--- src/rtl/pcell_pkg.sv ---
package pcell_pkg;
  localparam int CFG_W      = 16;
  localparam int CFG_ADDR_W = 2;
  localparam int SRC_W      = 2;
  localparam int SH_W       = 4;
  localparam int N_OPND     = 3;

  typedef enum logic [3:0] {
    OP_ADD   = 4'd0,  OP_SUB  = 4'd1,  OP_AND  = 4'd2,  OP_OR   = 4'd3,
    OP_XOR   = 4'd4,  OP_MUL  = 4'd5,  OP_MAC  = 4'd6,  OP_SHL  = 4'd7,
    OP_SHR   = 4'd8,  OP_SHRND = 4'd9, OP_ABSD = 4'd10, OP_ADD3 = 4'd11,
    OP_MIN   = 4'd12, OP_MAX  = 4'd13, OP_PASS = 4'd14, OP_ZERO = 4'd15
  } op_e;

  typedef enum logic [SRC_W-1:0] {
    SRC_STRM = 2'd0, SRC_GREG = 2'd1, SRC_NBR = 2'd2, SRC_LOCAL = 2'd3
  } src_e;

  typedef struct packed {
    logic [SH_W-1:0] shamt;
    src_e            src_c;
    src_e            src_b;
    src_e            src_a;
    logic            sgn;
    logic            wide;
    op_e             op;
  } ctrl_t;

  typedef struct packed {
    logic lor_coef;
    logic out_sel;
  } route_t;

  localparam logic [CFG_ADDR_W-1:0] ADDR_CTRL  = 2'd0;
  localparam logic [CFG_ADDR_W-1:0] ADDR_COEF  = 2'd1;
  localparam logic [CFG_ADDR_W-1:0] ADDR_ROUTE = 2'd2;
endpackage

--- src/rtl/pcell_cfg_bank.sv ---
module pcell_cfg_bank
  import pcell_pkg::*;
#(
  parameter int DATA_W = CFG_W
) (
  input  logic                  clk,
  input  logic                  rst_n,
  input  logic                  cfg_en,
  input  logic [CFG_ADDR_W-1:0] cfg_addr,
  input  logic [DATA_W-1:0]     cfg_data,
  input  logic                  cfg_swap,
  output ctrl_t                 act_ctrl,
  output logic [DATA_W-1:0]     act_coef,
  output route_t                act_route,
  output logic                  act_sel
);
  localparam int N_LAYERS = 2;

  logic sel_q;

  always_ff @(posedge clk or negedge rst_n) begin
    if (!rst_n)        sel_q <= 1'b0;
    else if (cfg_swap) sel_q <= ~sel_q;
  end

  for (genvar l = 0; l < N_LAYERS; l++) begin : g_layer
    localparam logic L_ID = 1'(l);
    ctrl_t             ctrl_q;
    logic [DATA_W-1:0] coef_q;
    route_t            route_q;
    logic              wr_here;

    // writes target the layer that is not currently active
    assign wr_here = cfg_en && (sel_q != L_ID);

    always_ff @(posedge clk or negedge rst_n) begin
      if (!rst_n) begin
        ctrl_q  <= '0;
        coef_q  <= '0;
        route_q <= '0;
      end else if (wr_here) begin
        case (cfg_addr)
          ADDR_CTRL:  ctrl_q  <= ctrl_t'(cfg_data[CFG_W-1:0]);
          ADDR_COEF:  coef_q  <= cfg_data;
          ADDR_ROUTE: route_q <= route_t'(cfg_data[1:0]);
          default:    ;
        endcase
      end
    end
  end

  assign act_ctrl  = sel_q ? g_layer[1].ctrl_q  : g_layer[0].ctrl_q;
  assign act_coef  = sel_q ? g_layer[1].coef_q  : g_layer[0].coef_q;
  assign act_route = sel_q ? g_layer[1].route_q : g_layer[0].route_q;
  assign act_sel   = sel_q;
endmodule

--- src/rtl/pcell_opsel.sv ---
module pcell_opsel
  import pcell_pkg::*;
#(
  parameter int DATA_W = CFG_W,
  parameter int NOPS   = N_OPND
) (
  input  logic [DATA_W-1:0] strm_in,
  input  logic [DATA_W-1:0] greg_in,
  input  logic [DATA_W-1:0] nbr_in,
  input  logic [DATA_W-1:0] loc_in,
  input  src_e              sel   [NOPS],
  output logic [DATA_W-1:0] opnd  [NOPS]
);
  for (genvar i = 0; i < NOPS; i++) begin : g_opnd
    always_comb begin
      case (sel[i])
        SRC_STRM: opnd[i] = strm_in;
        SRC_GREG: opnd[i] = greg_in;
        SRC_NBR:  opnd[i] = nbr_in;
        default:  opnd[i] = loc_in;
      endcase
    end
  end
endmodule

--- src/rtl/pcell_alu.sv ---
module pcell_alu
  import pcell_pkg::*;
#(
  parameter int DATA_W = CFG_W
) (
  input  ctrl_t             ctrl,
  input  logic [DATA_W-1:0] a,
  input  logic [DATA_W-1:0] b,
  input  logic [DATA_W-1:0] c,
  output logic [DATA_W-1:0] res
);
  localparam int NW = DATA_W / 2;
  localparam int EW = DATA_W + 2;
  localparam logic signed [EW-1:0] ONE = EW'(1);

  function automatic logic signed [EW-1:0] extend(input logic [DATA_W-1:0] x,
                                                  input logic wide, input logic sgn);
    logic fill;
    if (wide) begin
      fill = sgn & x[DATA_W-1];
      return {{(EW-DATA_W){fill}}, x};
    end
    fill = sgn & x[NW-1];
    return {{(EW-NW){fill}}, x[NW-1:0]};
  endfunction

  logic signed [EW-1:0] ea, eb, ec, diff, mul_lo, half, rnd_sum, raw;
  logic unused_raw_hi;

  always_comb begin
    ea      = extend(a, ctrl.wide, ctrl.sgn);
    eb      = extend(b, ctrl.wide, ctrl.sgn);
    ec      = extend(c, ctrl.wide, ctrl.sgn);
    diff    = ea - eb;
    mul_lo  = ea * eb;
    half    = (ctrl.shamt == '0) ? '0 : (ONE << (ctrl.shamt - 4'd1));
    rnd_sum = ea + half;
    case (ctrl.op)
      OP_ADD:   raw = ea + eb;
      OP_SUB:   raw = diff;
      OP_AND:   raw = ea & eb;
      OP_OR:    raw = ea | eb;
      OP_XOR:   raw = ea ^ eb;
      OP_MUL:   raw = mul_lo;
      OP_MAC:   raw = mul_lo + ec;
      OP_SHL:   raw = ea <<< ctrl.shamt;
      OP_SHR:   raw = ea >>> ctrl.shamt;
      OP_SHRND: raw = rnd_sum >>> ctrl.shamt;
      OP_ABSD:  raw = diff[EW-1] ? -diff : diff;
      OP_ADD3:  raw = ea + eb + ec;
      OP_MIN:   raw = (ea < eb) ? ea : eb;
      OP_MAX:   raw = (ea < eb) ? eb : ea;
      OP_PASS:  raw = ea;
      default:  raw = '0;
    endcase
    if (ctrl.wide)
      res = raw[DATA_W-1:0];
    else
      res = {{NW{ctrl.sgn & raw[NW-1]}}, raw[NW-1:0]};
  end

  assign unused_raw_hi = ^raw[EW-1:DATA_W];
endmodule

--- src/rtl/pcell_top.sv ---
module pcell_top
  import pcell_pkg::*;
#(
  parameter int DATA_W = CFG_W
) (
  input  logic                  clk,
  input  logic                  rst_n,
  input  logic                  en,
  input  logic                  cfg_en,
  input  logic [CFG_ADDR_W-1:0] cfg_addr,
  input  logic [DATA_W-1:0]     cfg_data,
  input  logic                  cfg_swap,
  input  logic [DATA_W-1:0]     strm_in,
  input  logic [DATA_W-1:0]     greg_in,
  input  logic [DATA_W-1:0]     nbr_in,
  output logic [DATA_W-1:0]     pe_out,
  output logic [DATA_W-1:0]     lor_out
);
  ctrl_t             act_ctrl;
  route_t            act_route;
  logic [DATA_W-1:0] act_coef;
  logic              act_sel;
  src_e              op_sel [N_OPND];
  logic [DATA_W-1:0] opnd   [N_OPND];
  logic [DATA_W-1:0] alu_res, out_q, lor_q;

  pcell_cfg_bank #(.DATA_W(DATA_W)) i_bank (
    .clk(clk), .rst_n(rst_n), .cfg_en(cfg_en), .cfg_addr(cfg_addr),
    .cfg_data(cfg_data), .cfg_swap(cfg_swap), .act_ctrl(act_ctrl),
    .act_coef(act_coef), .act_route(act_route), .act_sel(act_sel)
  );

  assign op_sel[0] = act_ctrl.src_a;
  assign op_sel[1] = act_ctrl.src_b;
  assign op_sel[2] = act_ctrl.src_c;

  pcell_opsel #(.DATA_W(DATA_W), .NOPS(N_OPND)) i_opsel (
    .strm_in(strm_in), .greg_in(greg_in), .nbr_in(nbr_in), .loc_in(lor_q),
    .sel(op_sel), .opnd(opnd)
  );

  pcell_alu #(.DATA_W(DATA_W)) i_alu (
    .ctrl(act_ctrl), .a(opnd[0]), .b(opnd[1]), .c(opnd[2]), .res(alu_res)
  );

  always_ff @(posedge clk or negedge rst_n) begin
    if (!rst_n) begin
      out_q <= '0;
      lor_q <= '0;
    end else if (en) begin
      out_q <= act_route.out_sel ? lor_q : alu_res;
      lor_q <= act_route.lor_coef ? act_coef : opnd[0];
    end
  end

  assign pe_out  = out_q;
  assign lor_out = lor_q;
endmodule

--- config.mk ---
export PLATFORM = sky130hd
export DESIGN_NAME = pcell_top
export DESIGN_NICKNAME = d
export VERILOG_FILES = /design/src/rtl/pcell_pkg.sv /design/src/rtl/pcell_cfg_bank.sv /design/src/rtl/pcell_opsel.sv /design/src/rtl/pcell_alu.sv /design/src/rtl/pcell_top.sv
export SDC_FILE = /design/constraint.sdc
export NUM_CORES = 1
export LEC_CHECK = 0
export ABC_AREA = 1
export BUFFER_PORTS_ARGS = -buffer_cell sky130_fd_sc_hd__buf_4
export CORE_MARGIN = 2
export CORE_UTILIZATION = 45
export CTS_CLUSTER_SIZE = 12
export DETAILED_ROUTE_END_ITERATION = 10
export PLACE_DENSITY_LB_ADDON = 0.25
export SLEW_MARGIN = 20
export SYNTH_ARGS = -nofsm -noshare
export SYNTH_HDL_FRONTEND = slang
export SYNTH_HIERARCHICAL = 1
export SYNTH_SLANG_ARGS = --single-unit
--- constraint.sdc ---
create_clock -name clk -period 12.99 [get_ports clk]
set_input_delay 1.9485 -clock clk [delete_from_list [all_inputs] [get_ports clk]]
set_output_delay 1.9485 -clock clk [all_outputs]
set_load 0.02 [all_outputs]
**Word-level counts from Yosys, hierarchy flattened**

Cells that the tools add are included.

- Flip-flop bits (word level): 101
- Input bits: 71
- Output and inout bits: 32
- Word-level logic and storage cells: 103

- $add $sub $neg: 7
- $mul: 1
- $lt $le $gt $ge: 1
- Equal/unequal tests: 22
- Shift-type cells: 4
- Multiplexer cells: 21
- Bitwise operators: 10
- Reductions and logical operators: 14

Operators by type and width:

| operator | number |
|---|---|
| 16-bit one-hot mux with 15 select lines | 1 |
| 16-bit two-way mux | 10 |
| 16-bit one-hot mux with 3 select lines | 3 |
| 18-bit two-way mux | 5 |
| 16-bit adder | 3 |
| 18-bit by 4-bit >>> shifter with 16-bit output | 2 |
| 4-bit == test, second input constant | 7 |
| 18-bit adder | 1 |
| 18-bit < comparator | 1 |
| 18-bit by 18-bit multiplier with 16-bit output | 1 |
| 1-bit by 4-bit left shift with 18-bit output, first input constant | 1 |
| 18-bit by 4-bit <<< shifter with 16-bit output | 1 |
| 18-bit subtractor | 1 |
| 16-bit AND | 1 |
| 4-bit by 3-bit == test with 1-bit output, second input constant | 4 |
| 16-bit negator | 1 |
| 16-bit bitwise OR | 1 |
| 16-bit bitwise XOR | 1 |
| 2-bit AND reduction | 6 |
| 2-bit by 1-bit == test with 1-bit output, second input constant | 4 |
| 2-bit == test, second input constant | 4 |
| 4-bit by 2-bit == test with 1-bit output, second input constant | 2 |
| 2-bit zero test | 4 |
| 4-bit zero test | 2 |
| 7 further kinds | 13 |

**Longest topological paths before layout**

- Word-level depth: 13
- Gate-level depth with buffers: 53
- Gate-level depth less buffers: 49

**Hierarchy**

The synthesis kept the hierarchy.

By module, submodules not included:

| module | times used | cells each | area each (um^2) | seq. area each (um^2) |
|---|---|---|---|---|
| pcell_alu | 1 | 2091 | 12124.1 | 0.0 |
| pcell_cfg_bank | 1 | 415 | 3278.1 | 1726.7 |
| pcell_top | 1 | 272 | 1831.8 | 800.8 |
| pcell_opsel | 1 | 282 | 1595.3 | 0.0 |

**Least setup slack after synthesis**

OpenSTA, ideal clock, no wires.

- Path type: input to register
- Start point: in nbr_in[7]
- End point: reg out_q[15], in the netlist pe_out[15]
- Setup time: 117 ps
- Data arrival time: 8635 ps
- Required time: 12873 ps
- Path slack: 4238 ps
- Cell stages on the path: 42
- Path buffers: 1
- Cell sequence: nand3_1 nand4_1 nand2_1 nand2_2 buf_6 nand2_4 clkinv_1 nand2_1 fa_1 fa_1 fa_1 fa_1 inv_1 fa_1 inv_1 fa_1 inv_1 ha_1 [... 6 more ...] nand2_1 ha_1 nand2_1 nor2_1 a21boi_0 a2111oi_0 nand2_1 xor2_1 inv_1 nand3_1 nand3_1 nand2_1 nand2_1 nand2_1 inv_1 nand2_1 nand3_1 nand2_1

RTL lines:

| item | RTL line | text |
|---|---|---|
| from (decl) | pcell_top.sv:15 | `input logic [DATA_W-1:0] nbr_in,` |
| to (signal assigned) | pcell_top.sv:51 | `out_q <= act_route.out_sel ? lor_q : alu_res;` |
| to (decl) | pcell_top.sv:25 | `logic [DATA_W-1:0] alu_res, out_q, lor_q;` |

==> run metrics <==
outcome=finished, final reports clean; Die ar.=0.0435 mm2; CTS-repair resized insts=0; total routing resource utilization after global routing=0.384; layout cells sized above 1=0.0873; Ys Warns=6; cell at the root of the clock tree=sky130_fd_sc_hd__clkbuf_16; vias in the first global route=20106; level count of the clock H-tree=3; HPWL after DPL=65600 um; number of buffers inserted by post-CTS setup repair=0; Fillers=4398; DRC violation count after routing=0; headroom to the max-slew limit=0.182; starting utilization of the core area=0.458; Clk Latency, worst-skew pair=360 ps; total overflow reported by the global router=0; most used cell, CP=sky130_fd_sc_hd__inv_1; placer's final routability congestion estimate=1.03; syn nets=3358; 1st-iter DRT viols=2778; number of clock buffers inserted by TritonCTS=9; Tightest Pin Transition=1220 ps; area taken by flip-flops and latches=0.00253 mm2; leading cell types by count after synthesis=sky130_fd_sc_hd__nand2_1, sky130_fd_sc_hd__inv_1, sky130_fd_sc_hd__nand3_1; top cell family by delay on the critical path=adder cells; worst setup path category=reg -> reg; Area Growth Syn to Fin=6.19%; met2 GRT Util=0.586; final layout net count=3374; final critical-path required period=10310 ps; CTS tree=yes; ANT nets after route=0; Distinct cells, synth=57; Worst Path Required=13230 ps; Max stage delay on crit path=860 ps; Max Clock Freq=97.0 MHz; Startpoint Class=register; CTS Hold Bufs=0; Sum Neg Setup Slack=0 ps; number of hold-slack violations in the final timing report=0; floorplan row count=74; core area=0.0411 mm2; cell count after synthesis=3060; wire per inst=23.5 um; global-route met3 utilization=0.0649; total number of vias=21323; most frequent cell after synthesis=sky130_fd_sc_hd__nand2_1; WL final=85000 um; detailed-route vias per instance=5.90; Reg clk slew, reported paths=80 ps; biggest area contributors in the synthesized netlist=sky130_fd_sc_hd__nand2_1, sky130_fd_sc_hd__dfrtp_1, sky130_fd_sc_hd__nand3_1; die width=209 um; arrival time worst endpoint=10550 ps; EDFF count, synth=0; number of clock sinks=101; largest area contributor in the netlist=sky130_fd_sc_hd__nand2_1; flip-flop cell with the highest count after synthesis=sky130_fd_sc_hd__dfrtp_1; die height=209 um; netlist area before placement=0.0188 mm2; number of top-level pins=103; fraction of met1 tracks used by global routing=0.540; I/O Buffers=102; pin count of the biggest net entering global routing=70; worst-case clock buffer depth=2; setup repair after global routing missed its margin=false; Max Fanout on Critical Path=48; worst hold-check path type=reg -> reg; Crit path buffers/inverters=10; clock skew=6.66 ps; max-slew violation total from the final report=0; critical-path cell with the highest stage delay=sky130_fd_sc_hd__nand4_1; final setup fails=0; flip-flop and latch count after synthesis=101; per-instance average area after synthesis=6.15 um2; max-cap viol count=0; total iterations of the first detailed-routing run=8; multi-input gate area in the final layout=0.0135 mm2; initial antenna violation count=1; kind of capture point of the worst setup path=register; layer with the highest usage after global routing=met2; top-area cell type share of the netlist area=0.176; proportion of synthesized chip area in sequential cells=0.134; wire length of the first global-routing pass=127000 um; async set-or-reset flop fraction in the synthesized netlist=1.00; Period Utilization, post-route=0.794
flip-flops by register name, indices dropped and copies added (netlist names):
signal and count:
pe_out 16, i_bank/g_layer.coef_q 32, lor_out 16, i_bank/g_layer.route_q 4
i_bank/g_layer.ctrl_q 32, i_bank/act_sel 1
cells in the final DEF (no fill, tap or decap), drive strengths merged, types with 4 or more instances in the layout:
cell,n
inv,499
a21boi,6
clkbuf,9
o21ai,183
o21a,4
a221oi,7
nor4,4
nand2,911
o21bai,6
mux2i,6
nor3,25
o2111ai,7
o211ai,21
ha,144
o22ai,22
o221ai,6
xor2,26
clkinv,5
nand4,71
fa,83
nor2,187
buf,144
or2,11
xnor2,13
a211oi,11
dfrtp,101
a21oi,116
nand3,435
a21o,6
cells by family (layout without fill, tap and decap cells):
logic type	Yosys count	count (layout)	synth area share
AND/OR/NAND/NOR	1646	1646	0.387
other	0	1	0
buffers and inverters	637	658	0.149
flip-flops	101	101	0.134
adder cells (fa/ha/maj)	227	227	0.184
XOR/XNOR	39	39	0.0181
AO/OA/AOI/OAI	404	404	0.124
multiplexers	6	6	0.00319
final timing paths:
kind	depth (start not counted)	start	to	slack [ps]
setup / recovery	39	i_bank/act_sel	pe_out[14]	2680
hold / removal	2	i_bank/g_layer[1].ctrl_q[13]	i_bank/g_layer[1].ctrl_q[13]	480
setup reg to reg	39	i_bank/act_sel	pe_out[14]	2680
hold reg to reg	2	i_bank/g_layer[1].ctrl_q[13]	i_bank/g_layer[1].ctrl_q[13]	480
max in group asynchronous	2	rst_n	i_bank/act_sel	10170
min in group asynchronous	1	rst_n	pe_out[4]	1530
tightest hold or removal path, cell delays in order, from the launching register on:
cell and delay (ps):
sky130_fd_sc_hd__dfrtp_1 350, sky130_fd_sc_hd__nand2_1 50, sky130_fd_sc_hd__nand2_1 40
cell type report:
| cell class | count | share of cell area |
|---|---|---|
| Clock buffer | 9 | 0.0113 |
| Tap cell | 532 | 0.0333 |
| Multi-Input combinational cell | 2322 | 0.677 |
| Inverter | 498 | 0.0949 |
| Sequential cell | 101 | 0.126 |
| Timing Repair Buffer | 144 | 0.0541 |
| Antenna cell | 1 | 0.000125 |
| Clock inverter | 7 | 0.00319 |
stage by stage:
step	instance area [um2]	setup slack (ps)	cells	util	hold WS [ps]
after detailed placement	19700	2530	3597	0.479	459
after floorplan	18800	4240	3060	-	442
final	20000	2680	3614	0.486	476
after CTS	20000	2870	3613	0.486	478
after global placement	19700	2510	3597	0.479	453
after global routing	20000	2280	3613	0.486	502
metal layers:
layer | wire, um | vias up
li1 | - | 9896
met1 | 36200 | 9991
met5 | 0 | -
met3 | 8790 | 190
met4 | 4020 | 0
met2 | 36000 | 1246
Power is not shown: default switching activity piles up to over one toggle a cycle in this logic, so the estimate is an artifact.
